$ cat src/rtl/tx_bitclk_pkg.sv
package tx_bitclk_pkg;

    // Event that the output stage applies to the data clock this cycle
    typedef enum logic [1:0] {
        EV_NONE = 2'd0,
        EV_RISE = 2'd1,
        EV_FALL = 2'd2
    } clk_event_e;

endpackage

$ cat src/rtl/tx_bitclk_decode.sv
module tx_bitclk_decode #(
    parameter int CFG_W    = 32,
    parameter int DDIV_LSB = 6,
    parameter int DDIV_W   = 4,
    parameter int RDIV_LSB = 10,
    parameter int RDIV_W   = 8
) (
    input  logic [CFG_W-1:0]  cfg_word,
    output logic [DDIV_W-1:0] ddiv_eff,
    output logic [RDIV_W-1:0] rdiv_eff
);

    logic [DDIV_W-1:0] ddiv_raw;
    logic [RDIV_W-1:0] rdiv_raw;
    logic              unused_cfg_bits;

    assign ddiv_raw = cfg_word[DDIV_LSB +: DDIV_W];
    assign rdiv_raw = cfg_word[RDIV_LSB +: RDIV_W];
    assign unused_cfg_bits = ^cfg_word;

    // zero is promoted to one so the chain never stalls
    always_comb begin
        ddiv_eff = (ddiv_raw == '0) ? DDIV_W'(1) : ddiv_raw;
        rdiv_eff = (rdiv_raw == '0) ? RDIV_W'(1) : rdiv_raw;
    end

endmodule

$ cat src/rtl/tx_bitclk_div.sv
module tx_bitclk_div #(
    parameter int DDIV_W = 4,
    parameter int RDIV_W = 8,
    parameter int PH_W   = 5
) (
    input  logic              clk,
    input  logic              rst,
    input  logic [DDIV_W-1:0] ddiv_in,
    input  logic [RDIV_W-1:0] rdiv_in,
    output logic              step,
    output logic              wrap,
    output logic [PH_W-1:0]   phase
);

    typedef struct packed {
        logic [DDIV_W-1:0] cnt_a;
        logic [RDIV_W-1:0] cnt_b;
        logic [PH_W-1:0]   ph;
        logic [DDIV_W-1:0] sh_a;
        logic [RDIV_W-1:0] sh_b;
    } div_st_t;

    div_st_t st_d, st_q;
    logic    a_end;
    logic    b_end;

    always_comb begin
        a_end = (st_q.cnt_a == st_q.sh_a - DDIV_W'(1));
        b_end = (st_q.cnt_b == st_q.sh_b - RDIV_W'(1));
        step  = a_end && b_end;
        wrap  = step && (&st_q.ph);

        st_d       = st_q;
        st_d.cnt_a = a_end ? '0 : st_q.cnt_a + DDIV_W'(1);
        if (a_end) begin
            st_d.cnt_b = b_end ? '0 : st_q.cnt_b + RDIV_W'(1);
        end
        if (step) begin
            st_d.ph = st_q.ph + PH_W'(1);
        end
        // divider values are only adopted at a period boundary
        if (wrap) begin
            st_d.sh_a = ddiv_in;
            st_d.sh_b = rdiv_in;
        end
        if (rst) begin
            st_d      = '0;
            st_d.sh_a = ddiv_in;
            st_d.sh_b = rdiv_in;
        end
    end

    always_ff @(posedge clk) begin
        st_q <= st_d;
    end

    assign phase = st_q.ph;


    shadow_nonzero_chk: assert property (@(posedge clk) disable iff (rst)
        (st_q.sh_a != '0) && (st_q.sh_b != '0));


    cnt_bound_chk: assert property (@(posedge clk) disable iff (rst)
        (st_q.cnt_a < st_q.sh_a) && (st_q.cnt_b < st_q.sh_b));


    shadow_hold_chk: assert property (@(posedge clk) disable iff (rst)
        (st_q.ph != '0) |-> ($stable(st_q.sh_a) && $stable(st_q.sh_b)));

endmodule

$ cat src/rtl/tx_bitclk_out.sv
module tx_bitclk_out
    import tx_bitclk_pkg::*;
#(
    parameter int PH_W = 5
) (
    input  logic            clk,
    input  logic            rst,
    input  logic            step,
    input  logic            wrap,
    input  logic [PH_W-1:0] phase,
    input  logic            osamp_mode,
    input  logic            host_txd,
    output logic            dclk,
    output logic            bit_stb,
    output logic            txd_q
);

    localparam logic [PH_W-1:0] RISE_PH = PH_W'((1 << (PH_W - 1)) - 1);

    typedef struct packed {
        logic clk_lvl;
        logic stb;
        logic txd;
    } out_st_t;

    out_st_t    ost_d, ost_q;
    clk_event_e ev;

    always_comb begin
        if (step && (phase == RISE_PH)) begin
            ev = EV_RISE;
        end else if (wrap) begin
            ev = EV_FALL;
        end else begin
            ev = EV_NONE;
        end

        ost_d     = ost_q;
        ost_d.stb = 1'b0;
        case (ev)
            EV_RISE: begin
                ost_d.clk_lvl = 1'b1;
                ost_d.stb     = 1'b1;
                ost_d.txd     = host_txd;
            end
            EV_FALL: ost_d.clk_lvl = 1'b0;
            default: ;
        endcase
        if (osamp_mode) begin
            ost_d.clk_lvl = 1'b0;
            ost_d.stb     = 1'b0;
            ost_d.txd     = ost_q.txd;
        end
        if (rst) begin
            ost_d = '0;
        end
    end

    always_ff @(posedge clk) begin
        ost_q <= ost_d;
    end

    assign dclk    = ost_q.clk_lvl;
    assign bit_stb = ost_q.stb;
    assign txd_q   = ost_q.txd;


    stb_single_chk: assert property (@(posedge clk) disable iff (rst)
        bit_stb |=> !bit_stb);


    stb_at_rise_chk: assert property (@(posedge clk) disable iff (rst)
        bit_stb |-> (dclk && !$past(dclk)));


    osamp_quiet_chk: assert property (@(posedge clk) disable iff (rst)
        osamp_mode |=> (!dclk && !bit_stb));


    txd_hold_chk: assert property (@(posedge clk) disable iff (rst)
        !bit_stb |-> $stable(txd_q));


    fall_at_boundary_chk: assert property (@(posedge clk) disable iff (rst)
        $fell(dclk) |-> ((phase == '0) || $past(osamp_mode)));

endmodule

$ cat src/rtl/tx_bitclk_gen.sv
module tx_bitclk_gen #(
    parameter int CFG_W    = 32,
    parameter int DDIV_LSB = 6,
    parameter int DDIV_W   = 4,
    parameter int RDIV_LSB = 10,
    parameter int RDIV_W   = 8,
    parameter int PH_W     = 5
) (
    input  logic             clk,
    input  logic             rst,
    input  logic [CFG_W-1:0] cfg_word,
    input  logic             osamp_mode,
    input  logic             host_txd,
    output logic             dclk,
    output logic             bit_stb,
    output logic             txd_q
);

    logic [DDIV_W-1:0] ddiv_eff;
    logic [RDIV_W-1:0] rdiv_eff;
    logic              step;
    logic              wrap;
    logic [PH_W-1:0]   phase;

    tx_bitclk_decode #(
        .CFG_W    (CFG_W),
        .DDIV_LSB (DDIV_LSB),
        .DDIV_W   (DDIV_W),
        .RDIV_LSB (RDIV_LSB),
        .RDIV_W   (RDIV_W)
    ) i_decode (
        .cfg_word (cfg_word),
        .ddiv_eff (ddiv_eff),
        .rdiv_eff (rdiv_eff)
    );

    tx_bitclk_div #(
        .DDIV_W (DDIV_W),
        .RDIV_W (RDIV_W),
        .PH_W   (PH_W)
    ) i_div (
        .clk     (clk),
        .rst     (rst),
        .ddiv_in (ddiv_eff),
        .rdiv_in (rdiv_eff),
        .step    (step),
        .wrap    (wrap),
        .phase   (phase)
    );

    tx_bitclk_out #(
        .PH_W (PH_W)
    ) i_out (
        .clk        (clk),
        .rst        (rst),
        .step       (step),
        .wrap       (wrap),
        .phase      (phase),
        .osamp_mode (osamp_mode),
        .host_txd   (host_txd),
        .dclk       (dclk),
        .bit_stb    (bit_stb),
        .txd_q      (txd_q)
    );

endmodule

$ cat config.mk
export PLATFORM = sky130hd
export DESIGN_NAME = tx_bitclk_gen
export DESIGN_NICKNAME = d
export VERILOG_FILES = /design/src/rtl/tx_bitclk_pkg.sv /design/src/rtl/tx_bitclk_decode.sv /design/src/rtl/tx_bitclk_div.sv /design/src/rtl/tx_bitclk_out.sv /design/src/rtl/tx_bitclk_gen.sv
export SDC_FILE = /design/constraint.sdc
export NUM_CORES = 1
export LEC_CHECK = 0
export ABC_CLOCK_PERIOD_IN_PS = 6900
export BUFFER_PORTS_ARGS = -buffer_cell sky130_fd_sc_hd__clkbuf_2
export CAP_MARGIN = 20
export CORE_MARGIN = 10
export CORE_UTILIZATION = 50
export DETAILED_ROUTE_END_ITERATION = 16
export PLACE_DENSITY = 0.74
export SYNTH_ARGS = -nofsm -noshare
export SYNTH_HDL_FRONTEND = slang
export SYNTH_SLANG_ARGS = --single-unit
export TNS_END_PERCENT = 10
$ cat constraint.sdc
create_clock -name clk -period 6.9 [get_ports clk]
set_clock_uncertainty 0.2 [all_clocks]
set_input_delay 0.69 -clock clk [delete_from_list [all_inputs] [get_ports clk]]
set_output_delay 0.69 -clock clk [all_outputs]
set_load 0.01 [all_outputs]
==> results.toml, run 1 <==
[status]
run_status = "finished clean"

[grt]
overflow_left_after_global_routing = 0
global_route.peak_usage_layer = "met2"
global_route.usage.met2 = 0.182
global_route.usage.total = 0.111
grt_pass1_vias = 1336
global_route.usage.met1 = 0.129
initial_antenna_violation_count = 0
grt_first_pass_wirelength_um = 5780
pin_count_of_the_biggest_net_entering_global_routing = 22
met3_usage = 0.0484

[clocking]
cts_made_buffers = 5
cts_hold_buffers = 0
cts-resized-gates = 0
worst_skew_pair.late_latency_ns = 0.34
clock_path_buffers = 2
clkSlewWorstSetupHoldPaths_ns = 0.11
clockRootBuffer = "sky130_fd_sc_hd__clkbuf_4"
htree_levels = 2
cts.sinks = 32
postCtsSetupBuffers = 0
cts_tree = "done"

[sta]
fmaxAchievable_mhz = 319
final-hold-violation-count = 0
unrepaired_setup_endpoints_after_global_routing = "no"
setup_tns_ns = 0
report.final.setup_viol = 0
timing_max_transition_violations_final = 0
slew_worst_pin_ns = 0.461
max_slew_margin = 0.692
post_route_fraction_of_the_period_consumed_by_the_critical_path = 0.454
min_period_ns = 3.13

[layout]
antenna_cells = 0
fraction_of_layout_cells_with_a_size_suffix_above_1 = 0.164
area_delta_synth_final_pct = 9.44
layout.nets = 237

[detailed_routing]
post_drt_wl_per_cell_um = 13.8
drcViolationCount = 0
pre_antenna_drt_iters = 4
postRouteAntennaNets = 0
viasPerCell = 5.64
vias = 1360
final_routed_wirelength_um = 3330
drt-initial-drc-count = 96

[pwr]
share_of_power_burned_in_combinational_logic = 0.134
power.leakage_nw = 0.771
power.density_cell_area_nw_per_um2 = 218
design_power_total_mw = 0.425
power.share.clock = 0.344
sw_frac_of_total = 0.254
power_report.internal_total_mw = 0.317
vdd_drop_max_uv = 149
total_switching_power_mw = 0.108
pwr-share-seq = 0.521

[synthesis]
netlist_instances = 188
ys_seq_area_frac = 0.428
ys_ff_latch = 32
synth.yosys.warnings = 0
synth.lib_cells_used.distinct = 43
mapped_avg_cell_area_um2 = 9.44
postSynthNetCount = 231
syn_area_um2 = 1780

[die]
chipWidth_um = 79.6
die_extent_in_y_um = 79.6
floorplan.io_pins = 39
design.core.area_um2 = 3390
floorplan_die_area_um2 = 6330
row_count = 21
initial_utilization = 0.524

[flow_run]
cap_violations = 0

[setup_path]
timing.critical_path.fanout_max = 12
setup.worst_path.class = "flip-flop to flip-flop"
crit_path_start_kind = "flip-flop"
setup.worst_path.end_class = "flip-flop"
worst_ep_required_time_ns = 6.68
crit_arrival_ns = 2.91

[hold_path]
path_category_of_the_worst_min_delay_check = "flip-flop to flip-flop"

[place]
hpwl_um = 2500
place.gp.congestion = 0.776
buffer_ports.inserted = 18
==> stage by stage <==
| stage | instance area [um^2] | setup WS (ns) | hold slack, ns | util | cells |
|---|---|---|---|---|---|
| 6_report | 1940 | 3.77 | 0.281 | 0.573 | 241 |
| 5_1_grt | 1940 | 3.47 | 0.317 | 0.573 | 241 |
| 4_1_cts | 1940 | 3.77 | 0.289 | 0.573 | 241 |
| 3_5_place_dp | 1850 | 3.80 | 0.273 | 0.547 | 233 |
| 3_3_place_gp | 1850 | 3.88 | 0.251 | 0.547 | 233 |
| 2_1_floorplan | 1780 | 4.14 | 0.241 | - | 188 |
==> logic make-up (layout without fill, tap and decap cells) <==
group	count (synthesis)	in the layout	share of synthesized area
compound gates	23	23	0.0895
buf+inv	26	33	0.0599
fa+ha+maj	7	7	0.0493
flops	32	32	0.428
xor+xnor	23	23	0.113
mux	4	4	0.0247
simple gates	73	73	0.235
==> registers in the layout, indices dropped and copies added, names as in the netlist <==
| signal | flops |
|---|---|
| i_div.st_q | 24 |
| i_div.phase | 5 |
| i_out.bit_stb | 1 |
| i_out.dclk | 1 |
| i_out.txd_q | 1 |
==> layout by cell type, fill, tap and decap left out, drive strengths merged, types with 2 or more instances in the layout <==
cell type / netlist / layout
a211oi: 2 / 2
a21boi: 2 / 2
a21o: 2 / 2
a21oi: 5 / 5
and3: 7 / 7
clkbuf: 17 / 26
dfxtp: 20 / 20
edfxtp: 12 / 12
ha: 7 / 7
inv: 6 / 6
mux2: 3 / 3
nand2: 5 / 5
nand2b: 7 / 7
nand3: 6 / 6
nand3b: 2 / 2
nand4: 6 / 6
nor2: 12 / 12
nor2b: 5 / 5
nor3: 11 / 11
nor4: 3 / 3
o211ai: 3 / 3
o21ai: 2 / 2
o31ai: 2 / 2
or2: 2 / 2
xnor2: 14 / 14
xor2: 9 / 9
==> routing by layer <==
layer	up-vias	share of wire
met2	45	0.47
met3	4	0.071
met5	-	0
li1	672	-
met1	639	0.45
met4	0	0.0087
==> layout make-up <==
| class | count | area (um^2) |
|---|---|---|
| Sequential cell | 32 | 761 |
| Multi-Input combinational cell | 130 | 915 |
| Timing Repair Buffer | 19 | 97.6 |
| Inverter | 6 | 22.5 |
| Tap cell | 46 | 57.6 |
| Clock buffer | 8 | 90.1 |
| Fill cell | 286 | 1450 |
==> final timing paths <==
path / start / endpoint / slack [ns] / cells past startpoint
min reg2reg: i_out.txd_q / i_out.txd_q / 0.28 / 2
max: i_div.st_q[0] / i_div.st_q[3] / 3.77 / 8
max reg2reg: i_div.st_q[0] / i_div.st_q[3] / 3.77 / 8
min: i_out.txd_q / i_out.txd_q / 0.28 / 2
==> Yosys cell counts <==
| cell type | count | area share |
|---|---|---|
| sky130_fd_sc_hd__mux2_1 | 2 | 0.013 |
| sky130_fd_sc_hd__ha_1 | 7 | 0.049 |
| sky130_fd_sc_hd__a211oi_1 | 2 | 0.0085 |
| sky130_fd_sc_hd__a311o_1 | 1 | 0.0056 |
| sky130_fd_sc_hd__clkbuf_1 | 17 | 0.036 |
| sky130_fd_sc_hd__nor4_1 | 3 | 0.011 |
| sky130_fd_sc_hd__and3_1 | 7 | 0.025 |
| sky130_fd_sc_hd__a21boi_0 | 2 | 0.0085 |
| sky130_fd_sc_hd__nand4b_1 | 1 | 0.0049 |
| sky130_fd_sc_hd__or4_4 | 1 | 0.0063 |
| sky130_fd_sc_hd__dfxtp_1 | 20 | 0.23 |
| sky130_fd_sc_hd__and4_1 | 1 | 0.0049 |
| sky130_fd_sc_hd__nor3b_1 | 1 | 0.0042 |
| sky130_fd_sc_hd__and3b_1 | 1 | 0.0049 |
| sky130_fd_sc_hd__mux2_2 | 1 | 0.0063 |
| sky130_fd_sc_hd__inv_1 | 6 | 0.013 |
| sky130_fd_sc_hd__buf_1 | 1 | 0.0021 |
| sky130_fd_sc_hd__a22o_1 | 1 | 0.0049 |
| sky130_fd_sc_hd__nor2b_1 | 5 | 0.018 |
| sky130_fd_sc_hd__buf_2 | 1 | 0.0028 |
| sky130_fd_sc_hd__o31ai_1 | 2 | 0.0085 |
| sky130_fd_sc_hd__mux2i_1 | 1 | 0.0056 |
| sky130_fd_sc_hd__or4b_1 | 1 | 0.0056 |
| sky130_fd_sc_hd__nand2_1 | 5 | 0.011 |
| sky130_fd_sc_hd__xor2_1 | 9 | 0.044 |
| sky130_fd_sc_hd__nor3_1 | 11 | 0.031 |
| sky130_fd_sc_hd__a31oi_1 | 1 | 0.0035 |
| sky130_fd_sc_hd__a21oi_1 | 5 | 0.014 |
| sky130_fd_sc_hd__nand3_1 | 6 | 0.017 |
| sky130_fd_sc_hd__and4b_1 | 1 | 0.0056 |
| sky130_fd_sc_hd__xnor2_1 | 14 | 0.069 |
| sky130_fd_sc_hd__or2_2 | 2 | 0.0070 |
| sky130_fd_sc_hd__o22ai_1 | 1 | 0.0035 |
| sky130_fd_sc_hd__nand4_1 | 6 | 0.021 |
| sky130_fd_sc_hd__nor2_1 | 12 | 0.025 |
| sky130_fd_sc_hd__buf_6 | 1 | 0.0063 |
| sky130_fd_sc_hd__a21o_1 | 2 | 0.0085 |
| sky130_fd_sc_hd__a32o_1 | 1 | 0.0056 |
| sky130_fd_sc_hd__o21ai_0 | 2 | 0.0056 |
| sky130_fd_sc_hd__nand3b_1 | 2 | 0.0085 |
| sky130_fd_sc_hd__nand2b_1 | 7 | 0.025 |
| sky130_fd_sc_hd__edfxtp_1 | 12 | 0.20 |
| sky130_fd_sc_hd__o211ai_1 | 3 | 0.013 |
==> critical path, cell delays in order, from the launching register on <==
cell and delay, ns:
sky130_fd_sc_hd__edfxtp_1 0.43, sky130_fd_sc_hd__inv_1 0.07, sky130_fd_sc_hd__ha_1 0.31, sky130_fd_sc_hd__nand2b_1 0.18, sky130_fd_sc_hd__and4b_1 0.18, sky130_fd_sc_hd__a211oi_1 0.26
sky130_fd_sc_hd__and3_1 0.28, sky130_fd_sc_hd__and3_1 0.40, sky130_fd_sc_hd__a21o_1 0.47
==> power by group through the flow <==
stage,logic (mW),registers (mW),clock network (mW)
2_1_floorplan,0.0491,0.219,0
3_3_place_gp,0.0541,0.225,0
3_5_place_dp,0.0571,0.225,0
4_1_cts,0.0575,0.221,0.150
5_1_grt,0.0654,0.223,0.159
6_report,0.0570,0.221,0.146
No activity file was read; power rests on OpenSTA's default activity.
==> run 2, diff against run 1 <==
- ABC_CLOCK_PERIOD_IN_PS: 6900 -> 2800
- CORE_UTILIZATION: 50 -> 48
- PLACE_DENSITY: 0.74 -> 0.75
- clock period: 6.9 -> 2.8 ns (I/O delays scaled with it)
==> run 2 against run 1 <==
Die area grew 3.1%. Critical path depth fell by 2. Largest cell class unchanged. Register-to-register slack lost 3.5 ns. Cell count is 7.5% higher. Critical endpoint is now i_out.txd_q. Count of clock-buffer cells in the layout is 2 lower. Highest routed layer unchanged. Total power grew to 2.5 times the previous value. Critical path type unchanged. Non-clock buffer count is 16 higher. Final area grew 8.5%. Setup slack got worse by 3.5 ns. Clock power rose by 150%.
==> results.toml, run 2 (synthesis results as in run 1) <==
[clocking]
worst_skew_pair.late_latency_ns = 0.29
clock_path_buffers = 2
cts.sinks = 32
cts_tree = "done"
clkSlewWorstSetupHoldPaths_ns = 0.07
postCtsSetupBuffers = 0
clockRootBuffer = "sky130_fd_sc_hd__clkbuf_8"
cts_made_buffers = 5
htree_levels = 2

[die]
row_count = 22
chipWidth_um = 80.8
initial_utilization = 0.492
floorplan_die_area_um2 = 6530
floorplan.io_pins = 39
design.core.area_um2 = 3610
die_extent_in_y_um = 80.8

[status]
run_status = "finished clean"

[setup_path]
worst_ep_required_time_ns = 2.82
setup.worst_path.end_class = "flip-flop"
timing.critical_path.fanout_max = 6
setup.worst_path.class = "flip-flop to flip-flop"
crit_arrival_ns = 2.56
crit_path_start_kind = "flip-flop"

[pwr]
vdd_drop_max_uv = 426
power.leakage_nw = 0.847
design_power_total_mw = 1.07
power.density_cell_area_nw_per_um2 = 505

[layout]
area_delta_synth_final_pct = 18.7
layout_commonest_cell = "sky130_fd_sc_hd__dfxtp_1"
final.fill_count = 317
mostFrequentLayoutCells = "sky130_fd_sc_hd__dfxtp_1 (20), sky130_fd_sc_hd__clkbuf_2 (18), sky130_fd_sc_hd__xnor2_1 (14), sky130_fd_sc_hd__nor2_1 (12), sky130_fd_sc_hd__edfxtp_1 (12)"
fraction_of_layout_cells_with_a_size_suffix_above_1 = 0.185
top_register = "i_div.st_q"
antenna_cells = 0
number_of_flip_flops_under_the_largest_register_name = 24
layout.nets = 253

[sta]
timing_max_transition_violations_final = 0
max_slew_margin = 0.732
final-hold-violation-count = 0
min_period_ns = 2.54
unrepaired_setup_endpoints_after_global_routing = "no"
fmaxAchievable_mhz = 394
slew_worst_pin_ns = 0.400
report.final.setup_viol = 0
setup_tns_ns = 0
post_route_fraction_of_the_period_consumed_by_the_critical_path = 0.907

[detailed_routing]
post_drt_wl_per_cell_um = 12.7
pre_antenna_drt_iters = 4
vias = 1350
postRouteAntennaNets = 0
viasPerCell = 5.21
drt-initial-drc-count = 96
drcViolationCount = 0
final_routed_wirelength_um = 3290

[grt]
pin_count_of_the_biggest_net_entering_global_routing = 22
global_route.usage.total = 0.113
grt_pass1_vias = 1327
grt_first_pass_wirelength_um = 5860
overflow_left_after_global_routing = 0
initial_antenna_violation_count = 0

[hold_path]
path_category_of_the_worst_min_delay_check = "input port to flip-flop"

[place]
hpwl_um = 2400
place.gp.congestion = 0.755
buffer_ports.inserted = 18

[flow_run]
cap_violations = 0
-- run 2: cell count changes in the layout (fill, tap and decap cells not counted), sizes merged --
cell         delta
clkinv          +2
clkbuf          -2
dlygate4sd3    +10
buf             +6
-- run 2: worst max-delay path, cell delays in order, from the launching register on --
cell	delay [ns]
sky130_fd_sc_hd__edfxtp_1	0.45
sky130_fd_sc_hd__nor2_1	0.37
sky130_fd_sc_hd__nand4_1	0.15
sky130_fd_sc_hd__a311o_1	0.38
sky130_fd_sc_hd__and3_1	0.25
sky130_fd_sc_hd__or4b_1	0.53
sky130_fd_sc_hd__a21oi_1	0.15
-- run 2: metal layers --
metal | wire length (um) | share of wire | up-vias | GRT usage
li1 | - | - | 701 | -
met1 | 1490 | 0.45 | 621 | 0.123
met2 | 1550 | 0.47 | 22 | 0.186
met3 | 202 | 0.061 | 6 | 0.0386
met4 | 50 | 0.015 | 0 | 0.0657
met5 | 0 | 0 | - | 0
-- run 2: area by class of cell --
cell class	instances	area (um^2)	share of cell area
Tap cell	48	60.1	0.0285
Multi-Input combinational cell	130	917	0.435
Clock inverter	2	10.0	0.00475
Timing Repair Buffer	35	255	0.121
Inverter	6	22.5	0.0107
Clock buffer	6	82.6	0.0392
Sequential cell	32	761	0.361
-- run 2: per-stage QoR --
stage / hold slack (ns) / instance area [um^2] / cells / setup slack, ns / util
2_1_floorplan: 0.241 / 1780 / 188 / 0.0354 / -
3_3_place_gp: 0.254 / 1910 / 241 / 0.205 / 0.531
3_5_place_dp: 0.267 / 1910 / 241 / 0.172 / 0.531
4_1_cts: 0.0412 / 2110 / 259 / 0.163 / 0.584
5_1_grt: 0.0669 / 2110 / 259 / 0.0485 / 0.585
6_report: 0.0523 / 2110 / 259 / 0.260 / 0.585
-- run 2: worst paths after layout --
path                  startpoint              to  slack, ns  depth (start not counted)
setup reg to reg   i_div.st_q[0]     i_out.txd_q       0.26                          6
setup / recovery   i_div.st_q[0]     i_out.txd_q       0.26                          6
hold reg to reg   i_div.st_q[25]  i_div.st_q[25]       0.27                          1
hold / removal      cfg_word[10]   i_div.st_q[0]       0.05                          2
-- run 2: what timing repair did --
| action | in CTS | in global routing |
|---|---|---|
| setup endpoints to repair | 0 | 12 |
| gates resized for setup | 0 | 1 |
| hold buffers | 10 | 0 |
| endpoints found under the hold margin | 10 | 0 |
-- run 2: power by group --
part / switching [mW] / internal (mW)
logic: 0.0755 / 0.0849
registers: 0.0320 / 0.512
clock network: 0.166 / 0.196
total: 0.273 / 0.792
